--- src/rtl/accum_op_unit.sv ---
module accum_op_unit #(
  parameter int W = 12
) (
  input  logic         clk,
  input  logic         rst_n,
  input  logic         strobe,
  input  logic [11:0]  instr,
  input  logic [W-1:0] operand,
  output logic [W-1:0] acc,
  output logic         link
);
  localparam int RW = W + 1;

  logic is_op, is_add;
  assign is_op  = (instr[11:9] == 3'b111) && !instr[8];
  assign is_add = (instr[11:9] == 3'b001);

  logic         f_cla, f_cll, f_cma, f_cml, f_rr, f_rl, f_two, f_iac;
  assign {f_cla, f_cll, f_cma, f_cml, f_rr, f_rl, f_two, f_iac} = instr[7:0];

  logic [W-1:0] a_clr, a_cmp;
  logic         l_clr, l_cmp, l_inc;
  logic [RW-1:0] inc_sum, ring, ring_out, add_sum;

  assign a_clr   = f_cla ? '0 : acc;
  assign l_clr   = f_cll ? 1'b0 : link;
  assign a_cmp   = f_cma ? ~a_clr : a_clr;
  assign l_cmp   = f_cml ? ~l_clr : l_clr;
  assign inc_sum = {1'b0, a_cmp} + RW'(f_iac);
  assign l_inc   = l_cmp ^ inc_sum[W];
  assign ring    = {l_inc, inc_sum[W-1:0]};

  always_comb begin
    unique case ({f_rl, f_rr, f_two})
      3'b100:  ring_out = {ring[RW-2:0], ring[RW-1]};
      3'b101:  ring_out = {ring[RW-3:0], ring[RW-1:RW-2]};
      3'b010:  ring_out = {ring[0], ring[RW-1:1]};
      3'b011:  ring_out = {ring[1:0], ring[RW-1:2]};
      default: ring_out = ring;
    endcase
  end

  assign add_sum = {1'b0, acc} + {1'b0, operand};

  always_ff @(posedge clk or negedge rst_n) begin
    if (!rst_n) begin
      acc  <= '0;
      link <= 1'b0;
    end else if (strobe && is_op) begin
      acc  <= ring_out[W-1:0];
      link <= ring_out[W];
    end else if (strobe && is_add) begin
      acc  <= add_sum[W-1:0];
      link <= link ^ add_sum[W];
    end
  end

  p_hold_r2: assert property (@(posedge clk) disable iff (!rst_n)
    !(strobe && (instr[11:9] == 3'b001 || (instr[11:8] == 4'b1110)))
      |=> $stable(acc) && $stable(link));

  p_ring_ones_r6: assert property (@(posedge clk) disable iff (!rst_n)
    (strobe && instr[11:8] == 4'b1110 && instr[7:4] == 4'b0000 && !instr[0])
      |=> $countones({link, acc}) == $countones($past({link, acc})));

  p_clear_r4: assert property (@(posedge clk) disable iff (!rst_n)
    (strobe && instr[11:8] == 4'b1110 && instr[7] && !instr[5] && !instr[0]
     && instr[3:2] == 2'b00) |=> acc == '0);

  p_negate_r5: assert property (@(posedge clk) disable iff (!rst_n)
    (strobe && instr == 12'o7041)
      |=> (acc == W'(-$past(acc))) && ((link != $past(link)) == ($past(acc) == '0)));

  p_add_carry_r9: assert property (@(posedge clk) disable iff (!rst_n)
    (strobe && instr[11:9] == 3'b001)
      |=> (link != $past(link)) == (acc < $past(acc)));
endmodule

--- config.mk ---
export PLATFORM = sky130hd
export DESIGN_NAME = accum_op_unit
export DESIGN_NICKNAME = d
export VERILOG_FILES = /design/src/rtl/accum_op_unit.sv
export SDC_FILE = /design/constraint.sdc
export NUM_CORES = 1
export LEC_CHECK = 0
export ABC_AREA = 1
export BUFFER_PORTS_ARGS = -buffer_cell sky130_fd_sc_hd__buf_4
export CORE_MARGIN = 10
export CORE_UTILIZATION = 40
export DETAILED_ROUTE_END_ITERATION = 10
export GPL_TIMING_DRIVEN = 0
export PLACE_DENSITY_LB_ADDON = 0.08
export SYNTH_ARGS = -nofsm -noshare
export SYNTH_HDL_FRONTEND = slang
export SYNTH_SLANG_ARGS = --single-unit
--- constraint.sdc ---
create_clock -name clk -period 5.5 [get_ports clk]
set_clock_uncertainty 0.2 [all_clocks]
set_input_delay 0.275 -clock clk [delete_from_list [all_inputs] [get_ports clk]]
set_output_delay 0.275 -clock clk [all_outputs]
set_load 0.005 [all_outputs]
# Word level (Yosys, flattened, before mapping)
# Index checks and enable logic that the tools add are counted.
[op_classes] add_sub_neg=2 eq_ne=6 muxes=9 bitwise=4 reduce_logical=5
[op_table] cell="13-bit case mux with 4 select lines" count=1
[op_table] cell="12-bit two-way mux" count=4
[op_table] cell="12-bit by 1-bit adder with 13-bit output" count=1
[op_table] cell="12-bit by 12-bit adder with 13-bit output" count=1
[op_table] cell="12-bit inverter" count=1
[op_table] cell="3-bit equality test, second input constant" count=3
[op_table] cell="3-bit by 2-bit equality test with 1-bit output, second input constant" count=2
[op_table] cell="1-bit two-way mux" count=4
[op_table] cell="3-bit by 1-bit equality test with 1-bit output, second input constant" count=1
[op_table] cell="1-bit logical AND" count=3
[op_table] cell="2-bit nonzero test" count=1
[op_table] cell="1-bit XOR" count=2
[op_table] cell="1-bit logical NOT" count=1
[op_table] cell="1-bit inverter" count=1
[word_totals] reg_bits=13

# Depth between registers and ports, before layout
# Gate-level depths: netlist (run 1).
[depth] depth_word=7 ltp_mapped=20 mapped_depth_nobuf=19

# Worst setup path before layout (run 1)
# Ideal clock, no wire load.
[synth_path] kind="in2reg" start="input instr[7]" end="register acc[9]" setup_ns=0.065 arrival_ns=1.940 required_time_ns=5.235 slack_ns=3.295 stages=19 path_buffers=1 cell_sequence="inv_2 > buf_6 > nand2_1 > xor2_1 > inv_1 > ha_1 > ha_1 > nand3_1 > nor2_2 > nand3_1 > o21ai_2 > nand3_1 > nand2_1 > inv_1 > nand2_1 > nand2_1 > nand2_1 > nand2_1 > nand2_1"
[synth_via] elab_chain_cells=6
[synth_rtl] element="start, declared" line_no="7" source="input logic [11:0] instr,"
[synth_rtl] element="12-bit two-way mux *" line_no="25" source="assign a_clr = f_cla ? '0 : acc;"
[synth_rtl] element="12-bit inverter" line_no="27" source="assign a_cmp = f_cma ? ~a_clr : a_clr;"
[synth_rtl] element="12-bit two-way mux *" line_no="27"
[synth_rtl] element="12-bit by 1-bit adder with 13-bit output *" line_no="29" source="assign inc_sum = {1'b0, a_cmp} + RW'(f_iac);"
[synth_rtl] element="13-bit case mux with 4 select lines *" line_no="34" source="unique case ({f_rl, f_rr, f_two})"
[synth_rtl] element="12-bit two-way mux *" line_no="49" source="end else if (strobe && is_op) begin"
[synth_rtl] element="end signal, assigned" line_no="50" source="acc <= ring_out[W-1:0];"
[synth_rtl] element="end signal, assigned" line_no="53" source="acc <= add_sum[W-1:0];"
[synth_rtl] element="end, declared" line_no="9" source="output logic [W-1:0] acc,"
# Every way passes the cells marked *; elsewhere a longest branch is shown, timed or not.
# A chain may end at the register's enable or synchronous reset.

# Worst setup path in the final report (run 1)
[layout_path] start="register acc[0]" end="register link"
[layout_via] elab_chain_cells=7 elab_cells_between_ends=10 cone_classes="add/sub: 2; mux: 5; bitwise: 3"
[layout_rtl] element="12-bit two-way mux" line_no="25"
[layout_rtl] element="12-bit inverter" line_no="27"
[layout_rtl] element="12-bit two-way mux" line_no="27"
[layout_rtl] element="12-bit by 1-bit adder with 13-bit output" line_no="29"
[layout_rtl] element="1-bit XOR" line_no="30" source="assign l_inc = l_cmp ^ inc_sum[W];"
[layout_rtl] element="13-bit case mux with 4 select lines" line_no="34"
[layout_rtl] element="1-bit two-way mux *" line_no="49"
[layout_rtl] element="end signal, assigned" line_no="51" source="link <= ring_out[W];"
[layout_rtl] element="end signal, assigned" line_no="54" source="link <= link ^ add_sum[W];"
[layout_rtl] element="end, declared" line_no="10" source="output logic link"
# Every way passes the cells marked *; elsewhere a longest branch is shown, timed or not. The select of a mux whose other input is x is not followed.

==> results of run 1 <==
==> cells in the mapped netlist, drive strengths merged <==
| master | count | area [µm²] |
|---|---|---|
| a31oi | 1 | 6.26 |
| ha | 14 | 175 |
| and2 | 3 | 21.3 |
| a211oi | 1 | 7.51 |
| a21o | 1 | 7.51 |
| o221ai | 1 | 8.76 |
| o211ai | 2 | 15.0 |
| nand3 | 44 | 240 |
| xor2 | 8 | 100 |
| nor4 | 1 | 6.26 |
| a21oi | 30 | 165 |
| nand3b | 2 | 15.0 |
| nor2 | 44 | 229 |
| o21ai | 28 | 144 |
| or2 | 3 | 18.8 |
| buf | 8 | 58.8 |
| o211a | 1 | 10.0 |
| nand2 | 132 | 541 |
| clkbuf | 3 | 11.3 |
| nor3 | 3 | 15.0 |
| o21bai | 1 | 7.51 |
| fa | 1 | 20.0 |
| and3 | 1 | 6.26 |
| inv | 57 | 216 |
| nand4 | 5 | 31.3 |
| o22ai | 1 | 6.26 |
| xnor2 | 3 | 26.3 |
| o2111ai | 1 | 8.76 |
| dfrtp | 13 | 325 |
==> area by class of cell <==
class	count	area [µm²]	area share
Multi-Input combinational cell	332	1830	0.635
Tap cell	75	93.8	0.0325
Inverter	57	216	0.0750
Buffer	11	70.1	0.0243
Sequential cell	13	325	0.113
Timing Repair Buffer	40	303	0.105
Clock buffer	4	45.0	0.0156
==> power groups by stage <==
| stage | combinational (mW) | clock [mW] | sequential (mW) |
|---|---|---|---|
| final | 0.683 | 0.0873 | 0.204 |
| after CTS | 0.683 | 0.0880 | 0.206 |
| after global placement | 0.676 | 0 | 0.206 |
| after detailed placement | 0.679 | 0 | 0.207 |
| after floorplan | 0.478 | 0 | 0.190 |
| after global routing | 0.772 | 0.0955 | 0.213 |
==> layer usage <==
layer  vias to the layer above  global-route usage  wire (µm)
met5                         -                   0          0
met1                      1221               0.217       3700
met4                         0              0.0221         71
li1                       1423                   -          -
met3                         9              0.0289        428
met2                        80               0.222       3260
==> registers in the layout (all words and copies together) (netlist names) <==
register  cells
link          1
acc          12
==> worst paths after layout <==
kind,cells after the start,endpoint
min in group clk,4,acc[0]
max in group asynchronous,2,acc[5]
worst min-delay path,2,acc[4]
worst max register to register,12,link
worst max-delay path,12,link
worst min register to register,2,acc[0]
==> critical path: stages, from the launching register on <==
cell and delay, ns:
sky130_fd_sc_hd__dfrtp_1 0.42, sky130_fd_sc_hd__ha_1 0.26, sky130_fd_sc_hd__fa_1 0.46, sky130_fd_sc_hd__nand3_1 0.10, sky130_fd_sc_hd__nand2_1 0.09, sky130_fd_sc_hd__a21oi_1 0.26, sky130_fd_sc_hd__o21ai_0 0.19, sky130_fd_sc_hd__nand4_1 0.12
sky130_fd_sc_hd__nand2_1 0.09, sky130_fd_sc_hd__nand3_1 0.08, sky130_fd_sc_hd__nand2_1 0.05, sky130_fd_sc_hd__nor2_1 0.10, sky130_fd_sc_hd__a21oi_1 0.05
==> what timing repair did <==
item,in CTS,in global routing
hold buffers,1,0
endpoints found under the setup margin,0,0
hold endpoints to repair,13,0
==> cells by family (layout without fill, tap and decap cells) <==
| logic type | count (synthesis) | in the layout | share of synthesized area |
|---|---|---|---|
| simple gates | 238 | 238 | 0.460 |
| compound gates | 68 | 68 | 0.158 |
| buf+inv | 68 | 112 | 0.117 |
| fa+ha+maj | 15 | 15 | 0.0799 |
| flops | 13 | 13 | 0.133 |
| xor+xnor | 11 | 11 | 0.0517 |
==> through the flow <==
stage          area [µm²]  utilization  hold slack [ns]
6_report             2890        0.487            0.207
5_1_grt              2890        0.487            0.226
4_1_cts              2890        0.487            0.211
3_5_place_dp         2830        0.478          -0.0721
3_3_place_gp         2830        0.478          -0.0734
2_1_floorplan        2440            -           -0.221
==> summary.md, run 1 <==
The run finished with clean final reports. The synthesized netlist contains 43 unique library cells. The worst setup path is launched from a flop. Using the TritonRoute via totals, the vias-per-cell ratio works out to 5.14. The run gives 0 as the count of final hold-check violations. For this run, the number of Yosys warnings is 0. Data on the critical path arrives at its endpoint at 2.52 ns.

For the worst-skew pair, the clock arrives at the later sink with an insertion delay of 0.25 ns. For this run, the number of standard cells in the final layout without fillers is 532. Each instance of the synthesized netlist takes up on average 5.92 µm².

The number of clock buffers inserted by TritonCTS came out at 3. The top cell types in the final layout, fill and taps aside, are sky130_fd_sc_hd__nand2_1 (118), sky130_fd_sc_hd__inv_1 (52), sky130_fd_sc_hd__nand3_1 (40). After filler insertion, the fill cell instance count of the layout stands at 666. Setup repair after global routing left no endpoint under its margin. In the final routed layout, each cell accounts on average for 14.0 µm. The part of the power in the clock network came out at 0.090. The sequential power share was 0.210; the post-synth net total was 455.

Share of the yosys chip area belonging to registers: 0.133. The critical path starts at acc[0]. The tools report the final weighted congestion in routability-driven placement as 0.888.

For this design, the sink count on the clock tree is 13. For this design the total switching power over the nets is 0.504 mW. For the finished layout, the period the worst path requires is 2.59 ns. Of all nets on the critical path, the largest fanout is 4. The logs give 0.149 for the overall fraction of global-route tracks in use and 28 for the standard-cell row count.

Growth of design area from synthesis to finish: 18.1%. The tools report the count of maximum capacitance violations as 0. The worst register-to-register path begins at acc[0].

For this design the static power due to leakage is 1.50 nW. The tree is rooted in a sky130_fd_sc_hd__clkbuf_8. Summing over every cut layer, the via total after detailed routing is 2,733. The count of input and output buffers is 39. Leaving out fill and tap cells, the most frequent cell in the layout is sky130_fd_sc_hd__nand2_1.

Dividing total power by cell area gives a power density of 338 mW/mm². For the number of global-route vias before repair, the log shows 2,540. The remaining global-route overflow came out at 0.

For this design the top-level I/O count stands at 40. Total half-perimeter wirelength after legalization and detailed placement: 6.24 mm. Counting along the longest clock path gives a buffer depth of 2. Worst-case headroom to the max-slew limit: 0.615.

The antenna cell count came out at 0. For the worst setup path, the data required time is 5.43 ns. The summed instance area of the synthesized netlist was 0.00244 mm². After detailed routing, the total wire length is 7.46 mm. For the first-pass iteration count of the detailed router, the log shows 5. The initial antenna violation count is 0, and the net total in the final layout is 500.

The class of the most critical setup path is flop to flop. The logs give 0.413 for the effective utilization at floorplan and 0 for the final-report max-slew violation count. The final critical-path share of the clock period is 0.471, and the height of the die is 98.2 µm. The register-to-register path setup slack is 2.91 ns, and the slack of the critical path is 2.91 ns. The share of total power consumed by net switching came out at 0.517.

The tools report the internal portion of total power as 0.470 mW. The die covers 0.00964 mm². After detailed routing, the number of remaining DRC violations is 0.

TritonCTS built the clock tree. The run gives 0.00592 mm² as the core region area. The number of levels in the clock H-tree was 1; the width of the die was 98.2 µm.

Prior to clock tree synthesis, the placed netlist has a worst setup slack of 2.84 ns. Number of resized instances in the post-cts repair step: 0. The achievable clock frequency is 386 MHz. The run gives 0 as the number of endpoints failing setup at the final stage. The tightest min-delay check is of the primary input to asynchronous set/reset pin type. The first global-routing pass estimated 12.4 mm of wire. After the first detailed-routing iteration, the DRC count stood at 251. After clock tree synthesis, the setup repair step added 0 buffers.

The count of nets left with antenna violations once routing finished came out at 0. The transition time at the pin with the least slew margin is 0.572 ns, and the overall power is 0.975 mW. Setup total negative slack on the finished layout was measured at 0 ns. Clock-pin slew was measured on the worst setup and hold paths at 0.06 ns. The pin count of the biggest net entering global routing is 14. The part of the power in combinational logic was 0.701; the worst vdd rail ir drop was 0.000182 V. Counting flops and latches in the post-synthesis netlist gives 13. The proportion of layout cells with a drive suffix above 1 works out to 0.214.

Synthesis produced 413 cells. The category of the worst setup path capture point was a flop. After detailed placement, the design holds a cell count of 527.
(Power assumes the default switching activity.)
==> run 2, diff against run 1 <==
clock period = 2.6 ns   (was 5.5 ns; I/O delays follow)
==> run 2 against run 1 <==
Count of clock-buffer cells in the layout unchanged. Critical path depth rose by 2. Largest cell class unchanged. Cell count is 0.56% higher. Sequential share of layout area decreased by 0.31 points.
==> summary.md, run 2 (synthesis gave the netlist of run 1 again) <==
The overall power is 2.13 mW (+120%), and the final setup TNS is 0 ns (unchanged). Leaving out fill and tap cells, the most frequent cell in the layout is sky130_fd_sc_hd__nand2_1. Most heavily used metal layer in global routing: met2.

The tools report the iteration-0 DRC count of the detailed router as 218 (-13%). Width of the die: 98.2 µm (unchanged). The power density normalized to cell area is 716 mW/mm² (+110%), and the transition time at the pin with the least slew margin is 0.572 ns (+0.0000399 ns).

The routing usage on met1 was 0.217 (unchanged); the multi-input combinational cell area was 0.00189 mm² (+3.2%). The final weighted congestion in routability-driven placement is 0.888 (unchanged), and the power dissipated by switching net loads is 1.10 mW (+120%). The tools report the critical path launch point type as a flop. Proportion of layout cells with a drive suffix above 1: 0.235 (+0.0203).

More flip-flops sit in one register than any other, and that register is acc. The final critical path time including I/O delays and setup came out at 2.39 ns (-0.203 ns). The logs give 6.24 mm (unchanged) for the total half-perimeter wirelength after legalization and detailed placement and 0.149 (unchanged) for the overall fraction of global-route tracks in use. The library cells used most frequently in the layout, excluding fill and tap cells, are sky130_fd_sc_hd__nand2_1 (118), sky130_fd_sc_hd__inv_1 (52), sky130_fd_sc_hd__buf_4 (42). Clock tree synthesis selected as its root buffer the cell sky130_fd_sc_hd__clkbuf_8. The final wirelength was 7.57 mm (+1.6%). Sequential power share: 0.202 (-0.008). The highest fanout seen on the critical path is 4 (unchanged), and the met3 capacity usage during global routing is 0.0289 (unchanged).

For the sequential standard cell area, the log shows 325 µm² (unchanged). The flip-flop count of the largest register after layout works out to 12 (unchanged). TritonCTS built the clock tree.

The count of input and output buffers was 39 (unchanged); the growth of design area from synthesis to finish was 21.4%. The path depth of the worst reg2reg path came out at 14 (+2). The run gives 2.37 ns (-0.15 ns) as the data arrival at the endpoint of the critical path. The part of the power in the clock network is 0.087 (-0.003). Number of global-route vias before repair: 2,540 (unchanged).

Traced cell by cell, the critical path runs through nand2_1, xor2_1, inv_1, ha_2, ha_4, nand3_2, nor2_4, nand3_4, o21ai_4, buf_4, nand2_1, nor3_1, nor3_1, a21oi_1. The share of total power consumed by net switching was 0.516 (-0.00101). The tools report the number of endpoints failing setup at the final stage as 0 (unchanged).

The number of clock buffers inserted by TritonCTS was 3 (unchanged); the part of the power in combinational logic was 0.711 (+0.010). For the antenna violation net count after detailed routing, the log shows 0 (unchanged). The number of inserted filler cells in the final layout was 662 (-0.60%). The run gives 0.25 ns (about the same) as the latest clock arrival within the worst-skew pair. The slowest stage of the critical path belongs to the cell sky130_fd_sc_hd__dfrtp_1. The class of the most critical setup path is flop to flop. The internal portion of total power came out at 1.03 mW (+120%). The run gives 0.615 (about the same) as the worst-case headroom to the max-slew limit. The core region area is 0.00592 mm² (unchanged), and the effective utilization at floorplan is 0.413 (unchanged). For the post-detailed-route DRC marker count, the log shows 0 (unchanged). The height of the die is 98.2 µm (unchanged), and the static power due to leakage is 1.52 nW (+1.2%). Initial antenna violation count: 0 (unchanged).

The die area came out at 0.00964 mm² (unchanged). The logs give 0 (unchanged) for the count of final hold-check violations and 0.000386 V (+110%) for the worst vdd rail ir drop. In the final layout, the registers with the most flip-flops are acc: 12 flops, link: 1 flops.

The tools report the number of sinks on the clock net as 13 (unchanged). STA classifies the critical path endpoint as a flop. The final critical-path share of the clock period is 0.919 (+0.447). The standard-cell row count was 28 (unchanged); the deepest clock path buffer count was 2 (unchanged). The final-report max-slew violation count is 0 (unchanged), and the clock-pin slew on the worst setup and hold paths is 0.06 ns (about the same).

The number of top-level design ports is 40 (unchanged), and the stage delay of the slowest cell on the critical path is 0.39 ns (-0.07 ns). The first-pass iteration count of the detailed router was 5 (unchanged); the met2 track demand over resource was 0.222 (unchanged). Antenna cell count: 0 (unchanged).

The wire length per cell is 14.2 µm (+1.0%), and the global-route wire length before repair is 12.4 mm (unchanged). The number of levels in the clock H-tree was 1 (unchanged); the total via count in the routed design was 2,784 (+1.9%). The logs give 0 (unchanged) for the count of maximum capacitance violations and 14 (unchanged) for the pin count of the biggest net entering global routing. The run finished with clean final reports.

Required time of the critical path: 2.58 ns (-2.85 ns). The net total in the final layout is 503 (+0.60%), and the remaining global-route overflow is 0 (unchanged). The run gives 419 MHz (+8.5%) as the achievable clock frequency. Per-cell via count in the routed design: 5.20 (+1.3%).

The worst hold path belongs to the class primary input to asynchronous set/reset pin.
-- run 2: what timing repair did --
item                                   4_1_cts  5_1_grt
setup buffers                                0        3
setup endpoints to repair                    0       10
gates resized for setup                      0       12
hold buffers                                 1        0
endpoints found under the hold margin       13        0
-- run 2: per-layer routing --
| metal | part of all wire | routed length [µm] |
|---|---|---|
| met1 | 0.49 | 3690 |
| met2 | 0.44 | 3300 |
| met3 | 0.063 | 477 |
| met4 | 0.015 | 111 |
| met5 | 0 | 0 |
-- run 2: layout make-up --
type	instances	share of cell area
Multi-Input combinational cell	332	0.637
Sequential cell	13	0.110
Timing Repair Buffer	43	0.110
Inverter	57	0.0730
Tap cell	75	0.0316
Buffer	11	0.0236
Clock buffer	4	0.0152
-- run 2: final timing paths --
| path | from | endpoint | slack [ns] |
|---|---|---|---|
| setup reg to reg | acc[0] | link | 0.21 |
| max in group asynchronous | rst_n | acc[5] | 1.98 |
| hold reg to reg | acc[0] | acc[0] | 0.40 |
| min in group clk | operand[0] | acc[0] | 0.14 |
| hold / removal | rst_n | acc[4] | 0.06 |
| setup / recovery | acc[0] | link | 0.21 |
-- run 2: power groups by stage --
stage / Combinational, mW / Sequential, mW / Clock, mW
finish: 1.51 / 0.430 / 0.185
global route: 1.69 / 0.451 / 0.202
CTS: 1.44 / 0.436 / 0.186
detailed placement: 1.44 / 0.438 / 0
global placement: 1.43 / 0.436 / 0
floorplan: 1.01 / 0.402 / 0
-- run 2: per-stage QoR --
step	hold slack, ns	utilization	setup slack (ns)	cell area, µm²	cells
finish	0.0626	0.501	0.211	2970	535
global route	0.0815	0.501	-0.0151	2970	535
CTS	0.0656	0.487	0.0361	2890	532
detailed placement	-0.217	0.478	0.0567	2830	527
global placement	-0.218	0.478	0.0369	2830	527
floorplan	-0.366	-	0.409	2440	413
-- run 2: worst max-delay path, delay by kind of cell, from the launching register on --
| family | cells | cell delay [ns] |
|---|---|---|
| XOR/XNOR | 1 | 0.14 |
| adder cells (fa/ha/maj) | 2 | 0.33 |
| flip-flops | 1 | 0.39 |
| buffers and inverters | 2 | 0.18 |
| AO/OA/AOI/OAI | 2 | 0.31 |
| AND/OR/NAND/NOR | 7 | 0.75 |
